File: src/rtl/sio_scan_pkg.sv
package sio_scan_pkg;
  // Per-cycle commands from the frame control to the shift datapath
  typedef struct packed {
    logic startFrame;  // falling edge of bit 0: latch output word, clear capture
    logic shiftNext;   // falling edge of a later bit: present next output bit
    logic sampleIn;    // rising edge: capture serial input
    logic endFrame;    // end of last bit: publish captured word
  } scanStrobe_t;
endpackage

File: src/rtl/sio_scan_ctrl.sv
module sio_scan_ctrl
  import sio_scan_pkg::*;
#(
  parameter int MAX_LINES = 32,
  parameter int DIV_W     = 8,
  localparam int CNT_W    = $clog2(MAX_LINES + 1),
  localparam int IDX_W    = $clog2(MAX_LINES)
) (
  input  logic             clk,
  input  logic             rstN,
  input  logic             enable,
  input  logic [DIV_W-1:0] divider,
  input  logic [CNT_W-1:0] lineCount,
  output scanStrobe_t      strobe,
  output logic [IDX_W-1:0] bitIdx,
  output logic             busClk,
  output logic             loadStrobe
);

  logic             running;
  logic [DIV_W-1:0] divCnt;
  logic [DIV_W-1:0] divLat;
  logic [CNT_W-1:0] frameLen;
  logic [CNT_W-1:0] effCount;
  logic             tick;
  logic             lastBit;
  logic             canStart;

  always_comb begin
    effCount = (lineCount > CNT_W'(MAX_LINES)) ? CNT_W'(MAX_LINES) : lineCount;
    canStart = enable && (effCount != '0);
    tick     = running && (divCnt == divLat);
    lastBit  = (CNT_W'(bitIdx) + CNT_W'(1)) == frameLen;
    strobe.sampleIn   = tick && !busClk;
    strobe.endFrame   = tick && busClk && lastBit;
    strobe.shiftNext  = tick && busClk && !lastBit;
    strobe.startFrame = (!running && canStart) || (strobe.endFrame && canStart);
  end

  always_ff @(posedge clk or negedge rstN) begin
    if (!rstN) begin
      running    <= 1'b0;
      busClk     <= 1'b1;
      divCnt     <= '0;
      divLat     <= '0;
      bitIdx     <= '0;
      frameLen   <= '0;
      loadStrobe <= 1'b0;
    end else if (strobe.startFrame) begin
      running    <= 1'b1;
      busClk     <= 1'b0;
      divCnt     <= '0;
      divLat     <= divider;
      bitIdx     <= '0;
      frameLen   <= effCount;
      loadStrobe <= (effCount == CNT_W'(1));
    end else if (strobe.shiftNext) begin
      busClk     <= 1'b0;
      divCnt     <= '0;
      bitIdx     <= bitIdx + 1'b1;
      loadStrobe <= (CNT_W'(bitIdx) + CNT_W'(2)) == frameLen;
    end else if (strobe.sampleIn) begin
      busClk <= 1'b1;
      divCnt <= '0;
    end else if (strobe.endFrame) begin
      running    <= 1'b0;
      divCnt     <= '0;
      loadStrobe <= 1'b0;
    end else if (running) begin
      divCnt <= divCnt + 1'b1;
    end
  end

  AST_IDLE_BUS: assert property (@(posedge clk) disable iff (!rstN)
    !running |-> (busClk && !loadStrobe));
  AST_DIV_BOUND: assert property (@(posedge clk) disable iff (!rstN)
    running |-> (divCnt <= divLat));
  AST_IDX_BOUND: assert property (@(posedge clk) disable iff (!rstN)
    running |-> (CNT_W'(bitIdx) < frameLen));
  AST_STROBE_LAST: assert property (@(posedge clk) disable iff (!rstN)
    (running && !busClk) |-> (loadStrobe == lastBit));

endmodule

File: src/rtl/sio_scan_dpath.sv
module sio_scan_dpath
  import sio_scan_pkg::*;
#(
  parameter int MAX_LINES = 32,
  localparam int IDX_W    = $clog2(MAX_LINES)
) (
  input  logic                 clk,
  input  logic                 rstN,
  input  scanStrobe_t          strobe,
  input  logic [IDX_W-1:0]     bitIdx,
  input  logic [MAX_LINES-1:0] outWord,
  input  logic                 serIn,
  output logic                 serOut,
  output logic [MAX_LINES-1:0] inWord,
  output logic                 inUpdate
);

  logic [MAX_LINES-1:0] outShift;
  logic [MAX_LINES-1:0] capture;

  always_ff @(posedge clk or negedge rstN) begin
    if (!rstN) begin
      outShift <= '0;
      serOut   <= 1'b0;
    end else if (strobe.startFrame) begin
      outShift <= outWord >> 1;
      serOut   <= outWord[0];
    end else if (strobe.shiftNext) begin
      outShift <= outShift >> 1;
      serOut   <= outShift[0];
    end
  end

  // One capture flop per line, written when its index is sampled
  for (genvar g = 0; g < MAX_LINES; g++) begin : gCapture
    always_ff @(posedge clk or negedge rstN) begin
      if (!rstN) begin
        capture[g] <= 1'b0;
      end else if (strobe.startFrame) begin
        capture[g] <= 1'b0;
      end else if (strobe.sampleIn && (bitIdx == IDX_W'(g))) begin
        capture[g] <= serIn;
      end
    end
  end

  always_ff @(posedge clk or negedge rstN) begin
    if (!rstN) begin
      inWord   <= '0;
      inUpdate <= 1'b0;
    end else begin
      inUpdate <= strobe.endFrame;
      if (strobe.endFrame) inWord <= capture;
    end
  end

  AST_UPDATE_ONE: assert property (@(posedge clk) disable iff (!rstN)
    inUpdate |=> !inUpdate);
  AST_WORD_HOLD: assert property (@(posedge clk) disable iff (!rstN)
    !inUpdate |-> $stable(inWord));

endmodule

File: src/rtl/sio_scan_master.sv
module sio_scan_master
  import sio_scan_pkg::*;
#(
  parameter int MAX_LINES = 32,
  parameter int DIV_W     = 8,
  localparam int CNT_W    = $clog2(MAX_LINES + 1),
  localparam int IDX_W    = $clog2(MAX_LINES)
) (
  input  logic                 clk,
  input  logic                 rstN,
  input  logic                 enable,
  input  logic [DIV_W-1:0]     divider,
  input  logic [CNT_W-1:0]     lineCount,
  input  logic [MAX_LINES-1:0] outWord,
  output logic [MAX_LINES-1:0] inWord,
  output logic                 inUpdate,
  output logic                 busClk,
  output logic                 loadStrobe,
  output logic                 serOut,
  input  logic                 serIn
);

  scanStrobe_t      strobe;
  logic [IDX_W-1:0] bitIdx;

  sio_scan_ctrl #(.MAX_LINES(MAX_LINES), .DIV_W(DIV_W)) uCtrl (
    .clk(clk), .rstN(rstN), .enable(enable), .divider(divider),
    .lineCount(lineCount), .strobe(strobe), .bitIdx(bitIdx),
    .busClk(busClk), .loadStrobe(loadStrobe)
  );

  sio_scan_dpath #(.MAX_LINES(MAX_LINES)) uDpath (
    .clk(clk), .rstN(rstN), .strobe(strobe), .bitIdx(bitIdx),
    .outWord(outWord), .serIn(serIn), .serOut(serOut),
    .inWord(inWord), .inUpdate(inUpdate)
  );

  AST_SEROUT_FALL: assert property (@(posedge clk) disable iff (!rstN)
    !$stable(serOut) |-> $fell(busClk));

endmodule

File: config.mk
export PLATFORM = sky130hd
export DESIGN_NAME = sio_scan_master
export DESIGN_NICKNAME = d
export VERILOG_FILES = /design/src/rtl/sio_scan_pkg.sv /design/src/rtl/sio_scan_ctrl.sv /design/src/rtl/sio_scan_dpath.sv /design/src/rtl/sio_scan_master.sv
export SDC_FILE = /design/constraint.sdc
export NUM_CORES = 1
export LEC_CHECK = 0
export ABC_AREA = 1
export BUFFER_PORTS_ARGS = -buffer_cell sky130_fd_sc_hd__clkbuf_2
export CAP_MARGIN = 20
export CORE_MARGIN = 8
export CORE_UTILIZATION = 56
export DETAILED_ROUTE_END_ITERATION = 8
export PLACE_DENSITY = 0.84
export SLEW_MARGIN = 20
export SYNTH_ARGS = -nofsm -noshare
export SYNTH_HDL_FRONTEND = slang
export SYNTH_SLANG_ARGS = --single-unit
File: constraint.sdc
create_clock -name clk -period 3 [get_ports clk]
set_input_delay 0.15 -clock clk [delete_from_list [all_inputs] [get_ports clk]]
set_output_delay 0.15 -clock clk [all_outputs]
set_load 0.02 [all_outputs]
# Word-level counts from Yosys, hierarchy flattened
# Index checks and enable logic that the tools add are counted.
[totals] elab_cells=256 register_bits=128 in_bits=50 output_inout_bits=36
[op_classes] n_addsub=4 eq_ne=38 n_reduce_logical=85 mux=85 order_cmp=1
[op_table] operator="== test 5 bit (second input constant)" count=16
[op_table] operator="two-way mux 1 bit" count=75
[op_table] operator="nonzero test 2 bit" count=34
[op_table] operator="two-way mux 32 bit" count=2
[op_table] operator="== test 5 x 4 -> 1 bit (second input constant)" count=8
[op_table] operator="logical AND 1 bit" count=40
[op_table] operator="two-way mux 8 bit" count=5
[op_table] operator="== test 5 x 3 -> 1 bit (second input constant)" count=4
[op_table] operator="== test 6 bit" count=2
[op_table] operator="== test 5 x 2 -> 1 bit (second input constant)" count=2
[op_table] operator="two-way mux 5 bit" count=2
[op_table] operator="adder 8 x 1 -> 8 bit (second input constant)" count=1
[op_table] operator="== test 8 bit" count=1
[op_table] operator="adder 5 x 1 -> 6 bit (second input constant)" count=1
[op_table] operator="adder 5 x 2 -> 6 bit (second input constant)" count=1
[op_table] operator="== test 6 x 1 -> 1 bit (second input constant)" count=1
[op_table] operator="> comparator 6 bit (second input constant)" count=1
[op_table] operator="two-way mux 6 bit" count=1
[op_table] operator="nonzero test 3 bit" count=2
[op_table] operator="nonzero test 6 bit" count=1
[op_table] operator="adder 5 x 1 -> 5 bit (second input constant)" count=1
[op_table] operator="== test 5 x 1 -> 1 bit (second input constant)" count=1
[op_table] operator="logical NOT 5 bit" count=1
[op_table] operator="nonzero test 5 bit" count=1
[op_table] operator="7 further kinds" count=9

# Depth between registers and ports, before layout
# Gate-level depths: netlist (run 1).
[logic_depth] depth_word=8 ltp_mapped=14

# Hierarchy
# From an unflattened synthesis (run 1), not the netlist that was laid out.
[hier_totals] cells_unflattened=831 hier_area_um2=6502.5
[modules_own_cells] module="sio_scan_dpath" area_per_inst_um2=4439.3 instances=1 cells_per_inst=516
[modules_own_cells] module="sio_scan_ctrl" area_per_inst_um2=2063.2 instances=1 cells_per_inst=315

# Worst setup path after synthesis (run 1)
# No wires, ideal clock.
[synth_path] kind="register -> register" start="reg uCtrl.bitIdx[4]" end="reg uDpath.capture[0]" path_buffers=4 required_time_ns=2.879 synth_period_minus_slack_ns=2.295 stages_incl_launch_ff=13 path_slack_ns=0.705 setup_time_ns=0.121 arrival_time_ns=2.174 path_cell_list="dfrtp_1 > buf_2 > inv_1 > clkbuf_1 > ha_1 > xor2_1 > nand3_1 > nor2_4 > nand3_4 > nand2_2 > buf_6 > buf_4 > a21oi_1"
[synth_between] elab_chain_cells=6 elab_cells_between_ends=9 cone_classes="1 x add/sub; 1 x eq/ne; 1 x mux; 6 x reduce/logical"
[synth_lines] item="start: declaration" line_no="sio_scan_ctrl.sv:15" text="output logic [IDX_W-1:0] bitIdx,"
[synth_lines] item="start signal: assignment" line_no="sio_scan_ctrl.sv:60" text="bitIdx <= bitIdx + 1'b1;"
[synth_lines] item="adder 5 x 1 -> 6 bit" line_no="sio_scan_ctrl.sv:33" text="lastBit = (CNT_W'(bitIdx) + CNT_W'(1)) == frameLen;"
[synth_lines] item="== test 6 bit" line_no="sio_scan_ctrl.sv:33"
[synth_lines] item="logical AND 1 bit" line_no="sio_scan_ctrl.sv:35" text="strobe.endFrame = tick && busClk && lastBit;"
[synth_lines] item="logical AND 1 bit" line_no="sio_scan_ctrl.sv:37" text="strobe.startFrame = (!running && canStart) || (strobe.endFrame && canStart);"
[synth_lines] item="logical OR 1 bit" line_no="sio_scan_ctrl.sv:37"
[synth_lines] item="two-way mux 1 bit or nonzero test 2 bit (tied branches)"
[synth_lines] item="end signal: indexed assignment" line_no="sio_scan_dpath.sv:42" text="capture[g] <= serIn;"
[synth_lines] item="end: declaration" line_no="sio_scan_dpath.sv:19" text="logic [MAX_LINES-1:0] capture;"
# Parallel ways exist; a longest one is shown, timed or not.
# A chain may end at the register's enable or synchronous reset.

# Worst setup path after layout (run 1)
[layout_path] start="reg uCtrl.bitIdx[0]" end="reg uCtrl.loadStrobe"
[layout_between] elab_chain_cells=7 elab_cells_between_ends=14 cone_classes="2 x add/sub; 3 x eq/ne; 2 x mux; 7 x reduce/logical"
[layout_lines] item="adder 5 x 1 -> 6 bit" line_no="sio_scan_ctrl.sv:33"
[layout_lines] item="== test 6 bit" line_no="sio_scan_ctrl.sv:33"
[layout_lines] item="logical AND 1 bit" line_no="sio_scan_ctrl.sv:35"
[layout_lines] item="logical AND 1 bit" line_no="sio_scan_ctrl.sv:37"
[layout_lines] item="logical OR 1 bit" line_no="sio_scan_ctrl.sv:37"
[layout_lines] item="inequality test 3 bit (no source line) or nonzero test 3 bit (tied branches)"
[layout_lines] item="AND reduction 2 bit (no source line)"
[layout_lines] item="end signal: assignment" line_no="sio_scan_ctrl.sv:56" text="loadStrobe <= (effCount == CNT_W'(1));"
[layout_lines] item="end signal: assignment" line_no="sio_scan_ctrl.sv:61" text="loadStrobe <= (CNT_W'(bitIdx) + CNT_W'(2)) == frameLen;"
[layout_lines] item="end: declaration" line_no="sio_scan_ctrl.sv:17" text="output logic loadStrobe"
# Parallel ways exist; a longest one is shown, timed or not.

==> summary.md, run 1 <==
| Metric | Value |
|---|---|
| Hpwl dp | `9640 um` |
| Drt total wl | `16600 um` |
| Total Die Area | `0.0146 sq mm` |
| Largest net degree at the start of global routing | `78` |
| Multi-input logic area | `0.00262 sq mm` |
| Post-synth EDFFs | `0` |
| GR Overflow Total | `0` |
| Final Max Slew Viols | `0` |
| CTS Sinks | `127` |
| Gate Count Post-Synth | `759` |
| Via density | `5.69` |
| Worst-path fanout max | `36` |
| Slew headroom | `41.9%` |
| Pwr dens | `610 mW/mm^2` |
| Std-Cell Rows | `38` |
| Synthesized area per cell | `8.13 sq um` |
| CTS Hold Bufs | `47` |
| Seq/Total Area, Yosys | `51.5%` |
| Top post-synthesis cells by area | `dfrtp_1 (51%), nand2_1 (17%), nand3_1 (6.7%), nand4_1 (6.5%), a21oi_1 (2.7%)` |
| Nets@finish | `935` |
| Clock skew | `14.1 ps` |
| # fillers | `737` |
| H-tree Lvls | `4` |
| P&R area growth vs syn | `25.4%` |
| Most common cell in the netlist | `nand2_1` |
| Worst setup SP type | `flop` |
| Core area | `0.0108 sq mm` |
| ANT nets after route | `0` |
| Leak | `3.74 nW` |
| Tot GR Track Use | `23.7%` |
| Antenna Cells | `0` |
| Least-Margin Pin Slew | `870 ps` |
| Register area | `0.00318 sq mm` |
| Clk buf depth | `2` |
| Hold_ws | `163 ps` |
| Post-synth ARST share | `100%` |
| PostCTS Resize Cnt | `0` |
| Reg-to-reg endpoint | `uCtrl.loadStrobe` |
| Share of cells above drive strength 1 | `16.3%` |
| Critical Path AT | `3240 ps` |
| Synth cell count leaders | `nand2_1 (272), dfrtp_1 (126), nand3_1 (83)` |
| Kind of critical path | `reg -> reg` |
| CTS tree | `yes` |
| Initial Util | `57.2%` |
| R2R Path Start | `uCtrl.bitIdx[0]` |
| Synth cell types | `31` |
| MaxCap Viol Count | `0` |
| 1st-pass router iterations | `5` |
| CP Capture Type | `flop` |
| Die X | `121 um` |
| R2R setup slack | `210 ps` |
| Via count | `5864` |
| Max IR drop VDD | `443 uV` |
| Clock-pin transition on the worst setup and hold timing paths | `70 ps` |
| Vias in the first global route | `5925` |
| Initial antenna violation count | `0` |
| Die H | `121 um` |
| Mapped Area | `0.00617 sq mm` |
| Worst reg2reg path depth | `10` |
| # IOs | `86` |
| Final-report hold violation count | `0` |
| Cts bufs inserted | `17` |
| Worst-Skew Late Latency | `530 ps` |
| Post-route setup TNS | `0 ps` |
| Final setup fails | `0` |
| GP Congestion | `0.924` |
| RSZ-0062 raised after global routing | `no` |
| DRC Markers | `0` |
| Synthesized flop and latch total | `127` |
| Synth Net Count | `817` |
| Hold WC Path Type | `in -> async` |
| Clock Tree Root | `clkbuf_8` |
| Initial DRC count | `563` |
| Final min period | `2790 ps` |
| Outcome | `complete, no violations` |
| Synth warnings | `0` |
| Setup repair bufs after CTS | `0` |
| F_max | `358 MHz` |
| Synth area leader | `dfrtp_1` |
| Top-area cell type share of the netlist area | `51.1%` |
| I/O Buffers | `85` |
| Top_reg_cell synth | `dfrtp_1` |
| First-pass GRT wire length | `28300 um` |
| Tcrit/Tclk final | `93.1%` |
| WL per Instance | `16.1 um` |
| CP Data Required Time | `3450 ps` |
power breakdown:
| part | total [W] | leakage [nW] | switching (W) | internal, W |
|---|---|---|---|---|
| Clock | 0.00208 | 0.291 | 0.000842 | 0.00123 |
| Sequential | 0.00197 | 1.34 | 0.000136 | 0.00183 |
| Combinational | 0.000678 | 2.11 | 0.000401 | 0.000277 |
cells in the final DEF (no fill, tap or decap), drive strengths merged:
cell,synthesis,layout
xor2,9,9
o21a,1,1
o21ai,21,21
clkinvlp,0,1
clkbuf,18,102
nand3,84,84
bufinv,0,2
clkinv,0,4
nor3b,1,1
buf,27,13
ha,8,8
nand3b,2,2
o21bai,1,1
nand2,274,274
o22ai,3,3
dfstp,1,1
a21oi,33,33
xnor2,5,5
nor2,39,39
dfrtp,126,126
nand4,64,64
inv,39,46
dlygate4sd3,0,47
nor3,3,3
worst max-delay path, stage by stage, from the launching register on:
cell     delay [ps]
dfrtp_1         470
ha_1            210
inv_1            80
nor2_1          200
ha_1            300
xor2_1          160
nand3_1         130
nor2_4           80
nor2_4          690
nand4_1         240
nand3_1         160
worst max path at each step:
stage	slack [ps]	to	from	cells past startpoint
2_1_floorplan	710	uDpath.capture[0]	uCtrl.bitIdx[4]	12
5_1_grt	100	uCtrl.loadStrobe	uCtrl.bitIdx[0]	10
3_5_place_dp	430	uCtrl.loadStrobe	uCtrl.bitIdx[0]	10
3_3_place_gp	550	uDpath.outShift[4]	uCtrl.bitIdx[0]	12
6_report	210	uCtrl.loadStrobe	uCtrl.bitIdx[0]	10
4_1_cts	330	uCtrl.loadStrobe	uCtrl.bitIdx[0]	10
layout make-up:
cell class / instances / area share, %
Clock inverter: 14 / 2.18
Timing Repair Buffer: 144 / 13.3
Multi-Input combinational cell: 548 / 33.8
Clock buffer: 18 / 5.53
Inverter: 39 / 1.89
Sequential cell: 127 / 41.1
Tap cell: 140 / 2.26
flip-flops by register name, indices dropped and copies added (netlist names), 5 cells and up:
name,cells
uCtrl.frameLen,6
uDpath.capture,32
uCtrl.bitIdx,5
uDpath.inWord,32
uDpath.outShift,31
uCtrl.divCnt,8
uCtrl.divLat,8
layer usage:
| layer | track usage [%] | share of wire [%] | vias to the layer above |
|---|---|---|---|
| met4 | 9.91 | 2.5 | 0 |
| met5 | 0 | 0 | - |
| met1 | 29.0 | 39 | 2734 |
| met2 | 38.8 | 50 | 324 |
| met3 | 6.42 | 8.4 | 49 |
| li1 | - | - | 2757 |
per-stage QoR:
step,total power [W],cells,utilization (%),cell area [sq um],setup WS (ps)
global placement,0.00257,951,61.8,6670,545
CTS,0.00472,1030,71.7,7740,331
floorplan,0.00240,759,-,6170,705
finish,0.00472,1030,71.7,7740,208
global route,0.00493,1030,71.7,7740,97.4
detailed placement,0.00259,951,61.8,6670,433
logic make-up (layout without fill, tap and decap cells):
logic type,after synthesis,in the layout,synth area share [%]
and+or+nand+nor,467,467,33.9
buffers and inverters,84,215,6.08
AOI/OAI and AO/OA,59,59,4.93
DFF,127,127,51.5
xor gates and xnor gates,14,14,1.99
adders and majority gates,8,8,1.62
Power figures use the tool's default switching activity.
==> run 2, diff against run 1 <==
--- a/config.mk
+++ b/config.mk
@@ -8,11 +8,11 @@
 export ABC_AREA = 1
 export BUFFER_PORTS_ARGS = -buffer_cell sky130_fd_sc_hd__clkbuf_2
 export CAP_MARGIN = 20
+export CORE_ASPECT_RATIO = 1.1
 export CORE_MARGIN = 8
 export CORE_UTILIZATION = 56
 export DETAILED_ROUTE_END_ITERATION = 8
 export PLACE_DENSITY = 0.84
-export SLEW_MARGIN = 20
 export SYNTH_ARGS = -nofsm -noshare
 export SYNTH_HDL_FRONTEND = slang
 export SYNTH_SLANG_ARGS = --single-unit
==> constraint.sdc (replaced) <==
create_clock -name clk -period 3 [get_ports clk]
set_input_delay 0.15 -clock clk [delete_from_list [all_inputs] [get_ports clk]]
set_output_delay 0.15 -clock clk [all_outputs]
set_load 0.1 [all_outputs]
==> summary.md, run 2 (synthesized netlist as in run 1, its figures left out) <==
| Metric | Value |
|---|---|
| CTS Hold Bufs | `46` |
| Worst setup SP type | `flop` |
| Final setup fails | `0` |
| Core area | `0.0108 sq mm` |
| I/O Buffers | `85` |
| Kind of critical path | `reg -> reg` |
| Nets@finish | `934` |
| Via count | `5836` |
| Initial Util | `57.1%` |
| Final min period | `2790 ps` |
| Post-layout util | `71.6%` |
| ANT nets after route | `0` |
| Drt total wl | `16300 um` |
| Slowest-stage cell, CP | `dfrtp_1` |
| Least-Margin Pin Slew | `884 ps` |
| CP Capture Type | `flop` |
| Leak | `3.73 nW` |
| # IOs | `86` |
| Slew headroom | `41.1%` |
| Commonest non-fill, non-tap cells in the layout | `nand2_1 (272), dfrtp_1 (126), clkbuf_2 (84)` |
| GP Congestion | `0.900` |
| Tcrit/Tclk final | `93.1%` |
| Hold_ws | `33.3 ps` |
| Total Die Area | `0.0146 sq mm` |
| Share of cells above drive strength 1 | `16.0%` |
| Setup repair bufs after CTS | `0` |
| Reg-to-reg endpoint | `uDpath.outShift[1]` |
| Die X | `116 um` |
| Via density | `5.63` |
| DRC Markers | `0` |
| Clock-pin transition on the worst setup and hold timing paths | `60 ps` |
| Busiest grt layer | `met2` |
| Worst Setup EP | `uDpath.outShift[1]` |
| R2R Path Start | `uCtrl.bitIdx[0]` |
| MaxCap Viol Count | `0` |
| CP Data Required Time | `3350 ps` |
| CTS Sinks | `127` |
| Initial antenna violation count | `0` |
| 1st-pass router iterations | `6` |
| Clk buf depth | `2` |
| Clock skew | `9.05 ps` |
| Commonest non-fill, non-tap cell in the layout | `nand2_1` |
| GR Overflow Total | `0` |
| Std-Cell Rows | `40` |
| CP Launch Point | `uCtrl.bitIdx[0]` |
| Largest net degree at the start of global routing | `73` |
| Hpwl dp | `9630 um` |
| RSZ-0062 raised after global routing | `no` |
| R2R setup slack | `210 ps` |
| Worst-path fanout max | `47` |
| CP Cell Sequence | `ha_1, inv_1, nor2_1, ha_1, xor2_1, nand3_1, nor2_4, nand3_4, nand2_2, buf_12, nand2_1, nand3_1` |
| Tot GR Track Use | `23.2%` |
| Slowest cell delay on critical path | `450 ps` |
| Max IR drop VDD | `452 uV` |
| H-tree Lvls | `4` |
| PostCTS Resize Cnt | `0` |
| Initial DRC count | `486` |
| Antenna Cells | `0` |
| Met3 Use GR | `5.64%` |
| Vias in the first global route | `5762` |
| Hold WC Path Type | `in -> reg` |
| CTS tree | `yes` |
| First-pass GRT wire length | `27200 um` |
| Worst reg2reg path depth | `12` |
| Outcome | `complete, no violations` |
| F_max | `358 MHz` |
| Post-route setup TNS | `0 ps` |
| P&R area growth vs syn | `25.5%` |
| Clock Tree Root | `clkbuf_16` |
| WL per Instance | `15.7 um` |
| Biggest regs | `uDpath.capture: 32 flops, uDpath.inWord: 32 flops, uDpath.outShift: 31 flops` |
| Met2 Use GR | `37.3%` |
| Cts bufs inserted | `17` |
| Die H | `126 um` |
| Final-report hold violation count | `0` |
| Pwr dens | `618 mW/mm^2` |
| Met1 Use GR | `28.0%` |
| Critical Path AT | `3140 ps` |
| Worst-Skew Late Latency | `420 ps` |
| Final Max Slew Viols | `0` |
[run 2: changes by cell type in the layout (fill, tap and decap cells not counted), sizes merged]
cell / previous run / this run
dlygate4sd3: 47 / 46
bufinv: 2 / 3
inv: 46 / 39
clkbuf: 102 / 106
clkinvlp: 1 / 3
[run 2: worst min path at each step]
stage          cells past startpoint          from                end  slack [ps]
2_1_floorplan                      0          rstN    uCtrl.bitIdx[0]        -150
3_3_place_gp                       1          rstN  uDpath.inWord[29]         330
3_5_place_dp                       1          rstN  uDpath.inWord[29]         330
4_1_cts                            3  lineCount[4]  uCtrl.frameLen[4]          20
5_1_grt                            3  lineCount[4]  uCtrl.frameLen[4]          20
6_report                           3  lineCount[4]  uCtrl.frameLen[4]          30
[run 2: critical path: cells and delay by family, from the launching register on]
family        cells  cell delay, ps
flops             1             450
xor+xnor          1             170
simple gates      7            1140
fa+ha+maj         2             560
buf+inv           2             400
[run 2: cell type report]
class	instances	area [sq um]
flip-flops and latches	127	3180
fillers	783	3070
multi-input cells	548	2620
repair buffers	143	1020
clock buffers	22	464
well taps	147	184
inverters	39	146
clock inverters	10	136
[run 2: layer usage]
layer  share of wire, %  vias to the layer above
met5                  0                        -
met4                3.6                        0
met3                7.2                       56
met2                 50                      246
met1                 39                     2787
li1                   -                     2747
[run 2: per-stage QoR]
stage / power [W] / cells / instance area, sq um / worst slack (ps)
floorplan: 0.00243 / 759 / 6170 / 705
global placement: 0.00261 / 958 / 6680 / 430
detailed placement: 0.00263 / 958 / 6680 / 342
CTS: 0.00478 / 1036 / 7740 / 252
global route: 0.00498 / 1036 / 7740 / 16.5
finish: 0.00478 / 1036 / 7740 / 207
[run 2: power by group]
| group | switching [W] | internal (W) | leakage (nW) | total [W] |
|---|---|---|---|---|
| logic | 0.000447 | 0.000277 | 2.10 | 0.000724 |
| registers | 0.000128 | 0.00184 | 1.34 | 0.00196 |
| clock network | 0.000751 | 0.00135 | 0.286 | 0.00210 |
| total | 0.00133 | 0.00346 | 3.73 | 0.00478 |
